File: src/rtl/sd_crc16_pkg.sv
package sd_crc16_pkg;
    localparam int unsigned CRC_WIDTH_DEF = 16;
    localparam logic [15:0] CRC_POLY_DEF  = 16'h1021;

    typedef enum logic {
        CRC_DIR_RX = 1'b0,
        CRC_DIR_TX = 1'b1
    } crc_dir_e;
endpackage

File: src/rtl/sd_crc16_step.sv
// One serial division step: feedback = incoming bit xor remainder MSB.
module sd_crc16_step #(
    parameter int unsigned       W    = 16,
    parameter logic [W-1:0]      POLY = 16'h1021
) (
    input  logic [W-1:0] rem_cur,
    input  logic         din,
    output logic [W-1:0] rem_nxt
);
    logic fb;
    assign fb = din ^ rem_cur[W-1];

    for (genvar i = 0; i < W; i++) begin : g_tap
        if (i == 0) begin : g_lsb
            assign rem_nxt[i] = POLY[i] & fb;
        end else begin : g_upper
            assign rem_nxt[i] = rem_cur[i-1] ^ (POLY[i] & fb);
        end
    end
endmodule

File: src/rtl/sd_crc16_bitsel.sv
// Picks remainder bit W-1-idx (MSB first); 0 once idx reaches W.
module sd_crc16_bitsel #(
    parameter int unsigned W     = 16,
    parameter int unsigned IDX_W = 5
) (
    input  logic [W-1:0]     vec,
    input  logic [IDX_W-1:0] idx,
    output logic             sel
);
    always_comb begin
        sel = 1'b0;
        for (int i = 0; i < W; i++) begin
            if (idx == IDX_W'(i)) sel = vec[W-1-i];
        end
    end
endmodule

File: src/rtl/sd_crc16.sv
module sd_crc16
    import sd_crc16_pkg::*;
#(
    parameter int unsigned          CRC_W = CRC_WIDTH_DEF,
    parameter logic [CRC_W-1:0]     POLY  = CRC_POLY_DEF
) (
    input  logic             clk,
    input  logic             rst_n,
    input  logic             blk_start,
    input  logic             stream_mode,
    input  logic             crc_phase,
    input  logic             tx_dir,
    input  logic             bit_vld,
    input  logic             bit_in,
    output logic [CRC_W-1:0] crc_rem,
    output logic             crc_tx_bit,
    output logic             crc_done,
    output logic             crc_fail
);
    localparam int unsigned CNT_W = $clog2(CRC_W + 1);
    localparam logic [CNT_W-1:0] CNT_END  = CNT_W'(CRC_W);
    localparam logic [CNT_W-1:0] CNT_LAST = CNT_W'(CRC_W - 1);

    typedef struct packed {
        logic [CRC_W-1:0] rem;
        logic [CNT_W-1:0] cnt;
        logic             miss;
        logic             done;
        logic             fail;
    } st_t;

    st_t st_d, st_q;

    logic [CRC_W-1:0] rem_step;
    logic             exp_bit;
    logic             bit_bad;
    crc_dir_e         dir;

    assign dir = crc_dir_e'(tx_dir);

    sd_crc16_step #(.W(CRC_W), .POLY(POLY)) u_step (
        .rem_cur (st_q.rem),
        .din     (bit_in),
        .rem_nxt (rem_step)
    );

    sd_crc16_bitsel #(.W(CRC_W), .IDX_W(CNT_W)) u_sel (
        .vec (st_q.rem),
        .idx (st_q.cnt),
        .sel (exp_bit)
    );

    assign bit_bad = bit_in ^ exp_bit;

    always_comb begin
        st_d      = st_q;
        st_d.done = 1'b0;
        st_d.fail = 1'b0;
        if (!stream_mode) begin
            if (blk_start) begin
                st_d.rem  = '0;
                st_d.cnt  = '0;
                st_d.miss = 1'b0;
            end else if (bit_vld) begin
                if (!crc_phase) begin
                    st_d.rem = rem_step;
                end else if (st_q.cnt != CNT_END) begin
                    st_d.cnt = st_q.cnt + 1'b1;
                    if (dir == CRC_DIR_RX) begin
                        st_d.miss = st_q.miss | bit_bad;
                    end
                    if (st_q.cnt == CNT_LAST) begin
                        st_d.done = 1'b1;
                        st_d.fail = (dir == CRC_DIR_RX) && (st_q.miss | bit_bad);
                    end
                end
            end
        end
    end

    always_ff @(posedge clk or negedge rst_n) begin
        if (!rst_n) begin
            st_q <= '0;
        end else begin
            st_q <= st_d;
        end
    end

    assign crc_rem    = st_q.rem;
    assign crc_done   = st_q.done;
    assign crc_fail   = st_q.fail;
    assign crc_tx_bit = !stream_mode && crc_phase && (dir == CRC_DIR_TX) && exp_bit;
endmodule

File: config.mk
export PLATFORM = sky130hd
export DESIGN_NAME = sd_crc16
export DESIGN_NICKNAME = d
export VERILOG_FILES = /design/src/rtl/sd_crc16_pkg.sv /design/src/rtl/sd_crc16_step.sv /design/src/rtl/sd_crc16_bitsel.sv /design/src/rtl/sd_crc16.sv
export SDC_FILE = /design/constraint.sdc
export NUM_CORES = 1
export LEC_CHECK = 0
export BUFFER_PORTS_ARGS = -buffer_cell sky130_fd_sc_hd__buf_4
export CAP_MARGIN = 30
export CORE_UTILIZATION = 55
export CTS_CLUSTER_DIAMETER = 50
export DETAILED_ROUTE_END_ITERATION = 6
export HOLD_SLACK_MARGIN = 0.05
export PLACE_DENSITY = 0.9
export SLEW_MARGIN = 20
export SYNTH_ARGS = -nofsm -noshare
export SYNTH_HDL_FRONTEND = slang
export SYNTH_SLANG_ARGS = --single-unit
File: constraint.sdc
create_clock -name clk -period 7.3 [get_ports clk]
set_clock_uncertainty 0.2 [all_clocks]
set_input_delay 1.46 -clock clk [delete_from_list [all_inputs] [get_ports clk]]
set_output_delay 1.46 -clock clk [all_outputs]
set_load 0.03 [all_outputs]
==> results of run 1 <==
==> final cells by class <==
type / count / area (sq um)
flip-flops and latches: 24 / 601
well taps: 30 / 37.5
inverters: 8 / 30.0
multi-input cells: 124 / 753
clock buffers: 3 / 22.5
fillers: 222 / 891
clock inverters: 1 / 30.0
repair buffers: 27 / 203
==> worst max-delay path: cells and delay by family, from the launching register on <==
family                     cells  cell delay (ps)
adders and majority gates      1              320
and+or+nand+nor                1              230
DFF                            1              460
buffers and inverters          2              280
AOI/OAI and AO/OA              4              970
==> routing by layer <==
layer / vias to the layer above / track usage
li1: 621 / -
met1: 650 / 0.325
met2: 75 / 0.448
met3: 18 / 0.0328
met4: 0 / 0.0917
met5: - / 0
==> layout by cell type, fill, tap and decap left out, drive strengths merged, types with 2 or more instances in the layout <==
cell type / n
or2b: 2
buf: 26
nor3b: 3
nand3: 2
and2: 2
inv: 8
a41oi: 2
or2: 2
a311oi: 2
a221o: 2
nor2b: 4
nand2: 35
o21ai: 23
nor3: 4
and3: 2
nand2b: 3
ha: 5
nor2: 3
a22o: 2
a21o: 2
clkbuf: 4
dfrtp: 24
xor2: 2
a21oi: 3
==> cells by family after synthesis <==
family | count (synthesis) | share of synthesized area
AND/OR/NAND/NOR | 67 | 0.214
AO/OA/AOI/OAI | 48 | 0.207
buffers and inverters | 32 | 0.130
flip-flops | 24 | 0.386
adder cells (fa/ha/maj) | 5 | 0.0402
XOR/XNOR | 3 | 0.0169
multiplexers | 1 | 0.00644
==> through the flow <==
stage                     utilization  cells
final                           0.653    217
after floorplan                     -    180
after CTS                       0.650    216
after global placement          0.630    212
after global routing            0.653    217
after detailed placement        0.630    212
==> sequential cells by signal, indices dropped and copies added (netlist names) <==
name and flops:
st_q 6, crc_fail 1, crc_rem 16, crc_done 1
==> final timing paths <==
kind,start,end,slack (ps)
max in group asynchronous,rst_n,crc_rem[13],5850
setup reg to reg,st_q[4],crc_fail,4900
min in group asynchronous,rst_n,crc_rem[11],810
hold reg to reg,crc_rem[4],crc_rem[4],360
setup / recovery,st_q[3],crc_tx_bit,3070
hold / removal,crc_rem[4],crc_rem[4],360
==> power by group through the flow <==
stage               Sequential (mW)  Clock, mW  Combinational (mW)
finish                        0.140     0.0994              0.0364
global route                  0.140      0.103              0.0407
CTS                           0.140     0.0986              0.0363
detailed placement            0.142          0              0.0362
global placement              0.142          0              0.0346
floorplan                     0.141          0              0.0255
==> metrics.txt, run 1 <==
# TYPE chip_impl_metric gauge
chip_impl_metric{name="synthToLayoutAreaGrowth",unit="%"} 7.80
chip_impl_metric{name="dpl.hpwl",unit="um"} 2590
chip_impl_metric{name="core.rowCount",unit=""} 18
chip_impl_metric{name="postSynth.asyncResetShare",unit=""} 1.00
chip_impl_metric{name="p_int",unit="mW"} 0.204
chip_impl_metric{name="combPwrFrac",unit=""} 0.132
chip_impl_metric{name="number_of_design_rule_violations_left_after_detail_routing",unit=""} 0
chip_impl_metric{name="met2_wirelength",unit="um"} 1720
chip_impl_info{name="synth_area_leaders",value="dfrtp_1, nand2_1, buf_4, o21ai_0, ha_1"} 1
chip_impl_metric{name="cts_buffers",unit=""} 3
chip_impl_metric{name="post_drt_via_cell_ratio",unit=""} 6.29
chip_impl_metric{name="routedLengthMet1",unit="um"} 1460
chip_impl_metric{name="timing.reg2reg.worst_path_depth",unit=""} 7
chip_impl_metric{name="route.vias.total",unit=""} 1364
chip_impl_metric{name="netlist.area_leader.share",unit=""} 0.386
chip_impl_metric{name="synth.cell_area",unit="sq mm"} 0.00156
chip_impl_metric{name="slew_of_the_pin_with_the_lowest_slew_margin",unit="ps"} 753
chip_impl_metric{name="max-slew-margin-rel",unit=""} 0.498
chip_impl_metric{name="post-cts-setup-buffers",unit=""} 0
chip_impl_metric{name="grt_max_degree",unit=""} 32
chip_impl_metric{name="core-area",unit="sq mm"} 0.00257
chip_impl_metric{name="wl_per_cell",unit="um"} 15.9
chip_impl_metric{name="cts.hold.buffers_added",unit=""} 0
chip_impl_info{name="grt_setup_unrepaired",value="false"} 1
chip_impl_metric{name="dp_slack",unit="ps"} 3450
chip_impl_metric{name="portBuffers",unit=""} 26
chip_impl_metric{name="antenna-diode-count",unit=""} 0
chip_impl_info{name="worstSetupEndpointType",value="output pin"} 1
chip_impl_metric{name="floorplan.die.height",unit="um"} 55.2
chip_impl_metric{name="crit_path_time_final",unit="ps"} 4230
chip_impl_metric{name="max_clock_freq",unit="MHz"} 236
chip_impl_metric{name="place_congestion",unit=""} 0.857
chip_impl_metric{name="post_dp_cell_area",unit="sq mm"} 0.00162
chip_impl_metric{name="cp_slowest_stage_delay",unit="ps"} 460
chip_impl_metric{name="net_total_in_the_final_layout",unit=""} 201
chip_impl_metric{name="hold-path-cell-count",unit=""} 2
chip_impl_metric{name="portion_of_total_power_attributed_to_sequential_cells",unit=""} 0.507
chip_impl_metric{name="cts_sinks",unit=""} 24
chip_impl_metric{name="initial_core_util",unit=""} 0.606
chip_impl_metric{name="hold_viol",unit=""} 0
chip_impl_info{name="maxUsedRoutingLayer",value="met4"} 1
chip_impl_info{name="yosys.area.top_type",value="dfrtp_1"} 1
chip_impl_metric{name="synth_nets",unit=""} 193
chip_impl_metric{name="worstPathArrival",unit="ps"} 2570
chip_impl_metric{name="clockPowerShare",unit=""} 0.361
chip_impl_info{name="crit_type",value="reg2out"} 1
chip_impl_info{name="ranking_of_synthesized_cells_by_instance_count",value="nand2_1, dfrtp_1, o21ai_0"} 1
chip_impl_metric{name="cellPowerDensity",unit="mW/mm^2"} 164
chip_impl_metric{name="grt_overflow",unit=""} 0
chip_impl_metric{name="power.total",unit="mW"} 0.275
chip_impl_info{name="tritoncts_clock_tree",value="built"} 1
chip_impl_info{name="clock-root-buffer",value="clkbuf_4"} 1
chip_impl_metric{name="leakagePower",unit="nW"} 0.751
chip_impl_metric{name="setup_viol_count_final",unit=""} 0
chip_impl_metric{name="die_w",unit="um"} 55.2
chip_impl_metric{name="route.final.wire_length",unit="um"} 3450
chip_impl_metric{name="post_synth.cell_area_avg",unit="sq um"} 8.64
chip_impl_metric{name="synth-warning-count",unit=""} 0
chip_impl_metric{name="final.setup.tns",unit="ps"} 0
chip_impl_metric{name="timing.critical_path.fanout_max",unit=""} 10
chip_impl_metric{name="synth-seq-area-share",unit=""} 0.386
chip_impl_metric{name="num_io_pins",unit=""} 27
chip_impl_metric{name="initialDrtViolationCount",unit=""} 46
chip_impl_metric{name="number_of_synthesized_flops_with_an_enable_pin",unit=""} 0
chip_impl_info{name="timing.critical_path.slowest_stage_cell",value="dfrtp_1"} 1
chip_impl_metric{name="netlist_instances",unit=""} 180
chip_impl_info{name="result_of_the_run",value="finished, final reports clean"} 1
chip_impl_metric{name="post-route-period-util",unit=""} 0.580
chip_impl_info{name="min_delay_path_class",value="reg2reg"} 1
chip_impl_info{name="start_kind",value="register"} 1
chip_impl_metric{name="die_area",unit="sq mm"} 0.00304
chip_impl_metric{name="global_route.usage.total",unit=""} 0.258
chip_impl_metric{name="antenna_violating_nets_post_route",unit=""} 0
chip_impl_info{name="synth_most_common_cell",value="nand2_1"} 1
chip_impl_metric{name="hold-worst-slack",unit="ps"} 358
chip_impl_metric{name="timing.critical_path.required",unit="ps"} 5640
chip_impl_metric{name="ctsResizeCount",unit=""} 0
chip_impl_metric{name="grt_pass1_wl",unit="um"} 5530
chip_impl_metric{name="setup_slack",unit="ps"} 3070
chip_impl_metric{name="vdd_ir_drop_max",unit="V"} 0.000135
chip_impl_metric{name="power.net_switching",unit="mW"} 0.0710
chip_impl_metric{name="synth_cell_types",unit=""} 49
chip_impl_metric{name="firstDrtPassIters",unit=""} 4
chip_impl_metric{name="cts.path.max_buffers",unit=""} 2
chip_impl_metric{name="swShare",unit=""} 0.258
chip_impl_metric{name="maxCapViolCount",unit=""} 0
chip_impl_info{name="synthFlopType",value="dfrtp_1"} 1
chip_impl_metric{name="detailed_routed_wire_length_on_met3",unit="um"} 198
chip_impl_metric{name="final_max_slew_viol_count",unit=""} 0
chip_impl_metric{name="clk_pin_slew_worst_paths",unit="ps"} 150
chip_impl_metric{name="antenna_found_initial",unit=""} 0
chip_impl_info{name="critical_path.cell_chain",value="inv_1 -> ha_1 -> o21bai_1 -> a221o_1 -> a311oi_2 -> o31ai_1 -> nor3_1 -> buf_4"} 1
chip_impl_metric{name="fin_area",unit="sq mm"} 0.00168
chip_impl_metric{name="htree_levels",unit=""} 1
chip_impl_metric{name="drive_above_1_share",unit=""} 0.193
chip_impl_metric{name="clkLatencyLatePin",unit="ps"} 320
chip_impl_metric{name="postSynthRegisterBits",unit=""} 24
chip_impl_metric{name="first_global_vias",unit=""} 1225
Power figures use the tool's default switching activity.
==> run 2: changes to the inputs <==
--- a/config.mk
+++ b/config.mk
@@ -7,11 +7,11 @@
 export LEC_CHECK = 0
 export BUFFER_PORTS_ARGS = -buffer_cell sky130_fd_sc_hd__buf_4
 export CAP_MARGIN = 30
-export CORE_UTILIZATION = 55
+export CORE_UTILIZATION = 50
 export CTS_CLUSTER_DIAMETER = 50
 export DETAILED_ROUTE_END_ITERATION = 6
 export HOLD_SLACK_MARGIN = 0.05
-export PLACE_DENSITY = 0.9
+export PLACE_DENSITY = 0.86
 export SLEW_MARGIN = 20
 export SYNTH_ARGS = -nofsm -noshare
 export SYNTH_HDL_FRONTEND = slang
==> constraint.sdc (replaced) <==
create_clock -name clk -period 3.6 [get_ports clk]
set_clock_uncertainty 0.2 [all_clocks]
set_input_delay 0.72 -clock clk [delete_from_list [all_inputs] [get_ports clk]]
set_output_delay 0.72 -clock clk [all_outputs]
set_load 0.03 [all_outputs]
==> run 2 against run 1 <==
  * Die area increased by 9.6%
  * Critical path type unchanged
  * Count of clock-buffer cells in the layout unchanged
  * Power up 72%
  * Via count fell by 6.7%
  * Clock power grew 19%
  * Cell area down 1.7%
  * The run now ends with DRC left
  * Critical path depth is the same
  * Non-clock buffer count did not move
  * Cell count is the same
==> metrics.txt, run 2 (same netlist as run 1, synthesis figures left out) <==
# TYPE chip_impl_metric gauge
chip_impl_metric{name="core.rowCount",unit=""} 19
chip_impl_metric{name="power.net_switching",unit="mW"} 0.134
chip_impl_metric{name="route.vias.total",unit=""} 1272
chip_impl_metric{name="synthToLayoutAreaGrowth",unit="%"} 5.95
chip_impl_metric{name="vdd_ir_drop_max",unit="V"} 0.000168
chip_impl_metric{name="crit_path_time_final",unit="ps"} 3380
chip_impl_metric{name="first_global_vias",unit=""} 1155
chip_impl_info{name="tritoncts_clock_tree",value="built"} 1
chip_impl_info{name="violations",value="DRC"} 1
chip_impl_metric{name="post-cts-setup-buffers",unit=""} 0
chip_impl_metric{name="maxCapViolCount",unit=""} 0
chip_impl_info{name="min_delay_path_class",value="in2async"} 1
chip_impl_metric{name="number_of_design_rule_violations_left_after_detail_routing",unit=""} 3
chip_impl_metric{name="initialDrtViolationCount",unit=""} 54
chip_impl_metric{name="grt_pass1_wl",unit="um"} 5420
chip_impl_metric{name="antenna_found_initial",unit=""} 0
chip_impl_metric{name="cts.hold.buffers_added",unit=""} 0
chip_impl_metric{name="cts_sinks",unit=""} 24
chip_impl_info{name="timing.critical_path.slowest_stage_cell",value="dfrtp_1"} 1
chip_impl_info{name="crit_type",value="reg2out"} 1
chip_impl_metric{name="firstDrtPassIters",unit=""} 6
chip_impl_metric{name="floorplan.die.height",unit="um"} 57.8
chip_impl_info{name="final_common_cell",value="nand2_1"} 1
chip_impl_metric{name="place_congestion",unit=""} 0.974
chip_impl_metric{name="final.setup.tns",unit="ps"} 0
chip_impl_metric{name="post-route-period-util",unit=""} 0.939
chip_impl_metric{name="portion_of_total_power_attributed_to_sequential_cells",unit=""} 0.596
chip_impl_metric{name="max_clock_freq",unit="MHz"} 296
chip_impl_info{name="critical_path.cell_chain",value="inv_1 -> ha_1 -> o21bai_1 -> a221o_1 -> a311oi_2 -> o31ai_1 -> nor3_1 -> buf_4"} 1
chip_impl_metric{name="cts.path.max_buffers",unit=""} 2
chip_impl_metric{name="final_max_slew_viol_count",unit=""} 0
chip_impl_metric{name="setup_slack",unit="ps"} 221
chip_impl_metric{name="p_int",unit="mW"} 0.341
chip_impl_metric{name="die_area",unit="sq mm"} 0.00334
chip_impl_metric{name="combPwrFrac",unit=""} 0.155
chip_impl_info{name="start_kind",value="register"} 1
chip_impl_metric{name="antenna_violating_nets_post_route",unit=""} 0
chip_impl_metric{name="htree_levels",unit=""} 1
chip_impl_metric{name="cellPowerDensity",unit="mW/mm^2"} 288
chip_impl_metric{name="die_w",unit="um"} 57.8
chip_impl_metric{name="route.final.wire_length",unit="um"} 3210
chip_impl_info{name="result_of_the_run",value="finished with violations"} 1
chip_impl_metric{name="post_drt_via_cell_ratio",unit=""} 5.86
chip_impl_metric{name="cp_slowest_stage_delay",unit="ps"} 450
chip_impl_metric{name="clkLatencyLatePin",unit="ps"} 320
chip_impl_info{name="timing.rr.start",value="st_q[3]"} 1
chip_impl_metric{name="number_of_flip_flops_in_the_largest_register",unit=""} 16
chip_impl_metric{name="leakagePower",unit="nW"} 0.737
chip_impl_metric{name="net_total_in_the_final_layout",unit=""} 201
chip_impl_metric{name="grt_overflow",unit=""} 0
chip_impl_metric{name="portBuffers",unit=""} 26
chip_impl_metric{name="grt_max_degree",unit=""} 32
chip_impl_metric{name="fin_area",unit="sq mm"} 0.00165
chip_impl_metric{name="timing.critical_path.required",unit="ps"} 2680
chip_impl_metric{name="dp_slack",unit="ps"} 630
chip_impl_metric{name="core-area",unit="sq mm"} 0.00285
chip_impl_metric{name="slew_of_the_pin_with_the_lowest_slew_margin",unit="ps"} 740
chip_impl_info{name="grt_setup_unrepaired",value="false"} 1
chip_impl_metric{name="cts_buffers",unit=""} 3
chip_impl_metric{name="max-slew-margin-rel",unit=""} 0.507
chip_impl_metric{name="initial_core_util",unit=""} 0.545
chip_impl_metric{name="hold_viol",unit=""} 0
chip_impl_info{name="worstSetupEndpointType",value="output pin"} 1
chip_impl_metric{name="setup_viol_count_final",unit=""} 0
chip_impl_info{name="setup.worst_path.start",value="st_q[3]"} 1
chip_impl_metric{name="post_dp_cell_area",unit="sq mm"} 0.00163
chip_impl_metric{name="drive_above_1_share",unit=""} 0.188
chip_impl_info{name="clock-root-buffer",value="clkbuf_4"} 1
chip_impl_metric{name="global_route.usage.total",unit=""} 0.209
chip_impl_metric{name="ctsResizeCount",unit=""} 0
chip_impl_metric{name="timing.critical_path.fanout_max",unit=""} 10
chip_impl_metric{name="clockPowerShare",unit=""} 0.249
chip_impl_info{name="mostFrequentLayoutCells",value="nand2_1, buf_4, dfrtp_1"} 1
chip_impl_metric{name="worstPathArrival",unit="ps"} 2460
chip_impl_metric{name="clk_pin_slew_worst_paths",unit="ps"} 140
chip_impl_metric{name="wl_per_cell",unit="um"} 14.8
chip_impl_metric{name="antenna-diode-count",unit=""} 0
chip_impl_metric{name="num_io_pins",unit=""} 27
chip_impl_metric{name="dpl.hpwl",unit="um"} 2420
chip_impl_metric{name="swShare",unit=""} 0.282
-- run 2: metrics by stage --
stage	utilization	power [mW]	hold WS, ps	std cells
2_1_floorplan	-	0.337	224	180
3_3_place_gp	0.570	0.359	325	214
3_5_place_dp	0.570	0.362	326	214
4_1_cts	0.578	0.476	85.6	217
5_1_grt	0.578	0.498	77.0	217
6_report	0.578	0.475	67.1	217
-- run 2: final timing paths --
check | slack [ps] | end | cells past startpoint
worst max register to register | 1320 | crc_fail | 6
min in group clk | 350 | crc_rem[7] | 2
worst max-delay path | 220 | crc_tx_bit | 8
max in group asynchronous | 2880 | crc_rem[8] | 1
worst min-delay path | 70 | crc_fail | 1
worst min register to register | 350 | crc_rem[7] | 2
-- run 2: routing by layer --
layer | part of all wire | GRT usage | vias up | wire, um
met4 | 0.013 | 0.0748 | 0 | 42
li1 | - | - | 625 | -
met3 | 0.061 | 0.0313 | 6 | 196
met5 | 0 | 0 | - | 0
met1 | 0.46 | 0.280 | 587 | 1470
met2 | 0.47 | 0.346 | 54 | 1510
-- run 2: worst max-delay path: cells and delay by family (launching register included) --
kind / cells / cell delay (ps)
flip-flops: 1 / 450
AO/OA/AOI/OAI: 4 / 930
adder cells (fa/ha/maj): 1 / 310
AND/OR/NAND/NOR: 1 / 170
buffers and inverters: 2 / 280
-- run 2: power by group through the flow --
stage | sequential (mW) | clock, mW | combinational, mW
final | 0.283 | 0.118 | 0.0737
after global routing | 0.284 | 0.132 | 0.0817
after CTS | 0.283 | 0.119 | 0.0740
after detailed placement | 0.288 | 0 | 0.0737
after global placement | 0.288 | 0 | 0.0712
after floorplan | 0.286 | 0 | 0.0517
-- run 2: final cells by class --
class                   instances  area, sq um
inverters                       8         30.0
repair buffers                 27          203
well taps                      31         38.8
clock buffers                   3         22.5
flip-flops and latches         24          601
fillers                       252         1200
multi-input cells             124          753
==> run 3: changes to the inputs <==
--- a/config.mk
+++ b/config.mk
@@ -11,7 +11,7 @@
 export CTS_CLUSTER_DIAMETER = 50
 export DETAILED_ROUTE_END_ITERATION = 6
 export HOLD_SLACK_MARGIN = 0.05
-export PLACE_DENSITY = 0.86
+export PLACE_DENSITY = 0.75
 export SLEW_MARGIN = 20
 export SYNTH_ARGS = -nofsm -noshare
 export SYNTH_HDL_FRONTEND = slang
==> run 3 against run 2 <==
  * The run still ends with DRC left
  * Count of clock-buffer cells in the layout unchanged
  * Power is 17% higher
  * Cell area up 1.8%
  * Routed wire length increased by 3.0%
  * Combinational power hardly changed
  * Via count is 0.94% higher
==> metrics.txt, run 3 (same netlist as run 1, synthesis figures left out) <==
# TYPE chip_impl_metric gauge
chip_impl_metric{name="ctsResizeCount",unit=""} 0
chip_impl_metric{name="clkLatencyLatePin",unit="ps"} 320
chip_impl_info{name="timing.critical_path.slowest_stage_cell",value="dfrtp_1"} 1
chip_impl_metric{name="initial_core_util",unit=""} 0.545
chip_impl_metric{name="antenna_found_initial",unit=""} 0
chip_impl_info{name="final_common_cell",value="nand2_1"} 1
chip_impl_info{name="top_family_by_delay_on_critical_path",value="compound AO/OA/AOI/OAI gates"} 1
chip_impl_metric{name="synthToLayoutAreaGrowth",unit="%"} 7.88
chip_impl_metric{name="max-slew-margin-rel",unit=""} 0.474
chip_impl_metric{name="timing.reg2reg.worst_path_depth",unit=""} 7
chip_impl_metric{name="vdd_ir_drop_max",unit="V"} 0.000178
chip_impl_metric{name="maxCapViolCount",unit=""} 0
chip_impl_metric{name="grt_overflow",unit=""} 0
chip_impl_metric{name="crit_path_time_final",unit="ps"} 3420
chip_impl_metric{name="first_global_vias",unit=""} 1208
chip_impl_metric{name="htree_levels",unit=""} 1
chip_impl_info{name="tritoncts_clock_tree",value="built"} 1
chip_impl_metric{name="final_max_slew_viol_count",unit=""} 0
chip_impl_info{name="worstSetupEndpointType",value="output pin"} 1
chip_impl_metric{name="cts_sinks",unit=""} 24
chip_impl_metric{name="cellPowerDensity",unit="mW/mm^2"} 331
chip_impl_metric{name="antenna_violating_nets_post_route",unit=""} 0
chip_impl_metric{name="clk_pin_slew_worst_paths",unit="ps"} 140
chip_impl_metric{name="fin_area",unit="sq mm"} 0.00168
chip_impl_metric{name="portBuffers",unit=""} 26
chip_impl_metric{name="hold_viol",unit=""} 0
chip_impl_metric{name="drive_above_1_share",unit=""} 0.193
chip_impl_metric{name="slew_of_the_pin_with_the_lowest_slew_margin",unit="ps"} 789
chip_impl_metric{name="place_congestion",unit=""} 0.903
chip_impl_metric{name="timing.critical_path.fanout_max",unit=""} 10
chip_impl_metric{name="hold-worst-slack",unit="ps"} 67.8
chip_impl_info{name="violations",value="DRC"} 1
chip_impl_info{name="grt_setup_unrepaired",value="false"} 1
chip_impl_metric{name="max_clock_freq",unit="MHz"} 292
chip_impl_info{name="clock-root-buffer",value="clkbuf_4"} 1
chip_impl_metric{name="route.final.wire_length",unit="um"} 3310
chip_impl_metric{name="grt_pass1_wl",unit="um"} 5520
chip_impl_metric{name="die_w",unit="um"} 57.8
chip_impl_metric{name="crit_cells",unit=""} 8
chip_impl_info{name="min_delay_path_class",value="in2async"} 1
chip_impl_metric{name="post-route-period-util",unit=""} 0.950
chip_impl_metric{name="antenna-diode-count",unit=""} 0
chip_impl_metric{name="cts.path.max_buffers",unit=""} 2
chip_impl_metric{name="layout.core_utilization",unit=""} 0.588
chip_impl_metric{name="path_buf_inv",unit=""} 2
chip_impl_metric{name="setup_viol_count_final",unit=""} 0
chip_impl_info{name="crit_type",value="reg2out"} 1
chip_impl_metric{name="dpl.hpwl",unit="um"} 2410
chip_impl_metric{name="global_route.usage.total",unit=""} 0.210
chip_impl_metric{name="timing.critical_path.required",unit="ps"} 2680
chip_impl_metric{name="num_io_pins",unit=""} 27
chip_impl_metric{name="grt_max_degree",unit=""} 32
chip_impl_metric{name="number_of_flip_flops_in_the_largest_register",unit=""} 16
chip_impl_info{name="result_of_the_run",value="finished with violations"} 1
chip_impl_metric{name="post_drt_via_cell_ratio",unit=""} 5.89
chip_impl_metric{name="leakagePower",unit="nW"} 0.752
chip_impl_metric{name="cts.hold.buffers_added",unit=""} 0
chip_impl_metric{name="post-cts-setup-buffers",unit=""} 0
chip_impl_metric{name="number_of_design_rule_violations_left_after_detail_routing",unit=""} 4
chip_impl_metric{name="fillCellCount",unit=""} 269
chip_impl_metric{name="core-area",unit="sq mm"} 0.00285
chip_impl_info{name="start_kind",value="register"} 1
chip_impl_metric{name="post_dp_cell_area",unit="sq mm"} 0.00163
chip_impl_metric{name="worstPathArrival",unit="ps"} 2500
chip_impl_metric{name="cp_slowest_stage_delay",unit="ps"} 450
chip_impl_info{name="critical_path.cell_chain",value="inv_1 -> ha_1 -> o21bai_1 -> a221o_1 -> a311oi_2 -> o31ai_1 -> nor3_1 -> buf_4"} 1
chip_impl_metric{name="die_area",unit="sq mm"} 0.00334
chip_impl_metric{name="core.rowCount",unit=""} 19
chip_impl_metric{name="firstDrtPassIters",unit=""} 7
chip_impl_metric{name="wl_per_cell",unit="um"} 15.2
chip_impl_metric{name="floorplan.die.height",unit="um"} 57.8
chip_impl_metric{name="cts_buffers",unit=""} 3
chip_impl_metric{name="route.vias.total",unit=""} 1284
chip_impl_metric{name="final.setup.tns",unit="ps"} 0
chip_impl_metric{name="initialDrtViolationCount",unit=""} 64
chip_impl_info{name="mostFrequentLayoutCells",value="nand2_1, buf_4, dfrtp_1"} 1
chip_impl_metric{name="net_total_in_the_final_layout",unit=""} 201
## run 3: area by class of cell
type	count	area (sq um)	area share
clock inverters	1	30.0	0.0179
flip-flops and latches	24	601	0.358
repair buffers	27	203	0.121
clock buffers	3	22.5	0.0134
inverters	8	30.0	0.0179
multi-input cells	124	753	0.449
well taps	31	38.8	0.0231
## run 3: per-stage QoR
stage	cells	setup WS (ps)	power [mW]
after detailed placement	214	612	0.362
after global routing	218	67.8	0.576
after floorplan	180	413	0.337
after CTS	218	214	0.562
final	218	181	0.556
after global placement	214	681	0.360
## run 3: path summary, 6_finish.rpt
check	from	endpoint	slack [ps]
setup / recovery	st_q[3]	crc_tx_bit	180
hold / removal	rst_n	crc_rem[15]	70
setup reg to reg	st_q[4]	st_q[2]	1170
hold reg to reg	crc_rem[8]	crc_rem[8]	360
max in group asynchronous	rst_n	crc_rem[13]	2890
min in group clk	crc_rem[8]	crc_rem[8]	360
## run 3: worst reg2reg max path: cells and delay by family (launching register included)
family / cells / cell delay, ps
AO/OA/AOI/OAI: 3 / 1010
flip-flops: 1 / 440
adder cells (fa/ha/maj): 1 / 290
buffers and inverters: 2 / 220
AND/OR/NAND/NOR: 1 / 200
## run 3: report_power, final
| part | switching (mW) | internal [mW] | leakage, nW |
|---|---|---|---|
| clock network | 0.0871 | 0.112 | 0.0279 |
| logic | 0.0472 | 0.0266 | 0.391 |
| registers | 0.00728 | 0.275 | 0.333 |
| total | 0.142 | 0.415 | 0.752 |
## run 3: per-layer routing
metal	vias to the layer above	part of all wire	wire length, um	GRT usage
met4	0	0.011	38	0.0408
met5	-	0	0	0
met2	41	0.47	1570	0.355
met1	609	0.48	1570	0.292
met3	4	0.040	131	0.0268
li1	630	-	-	-
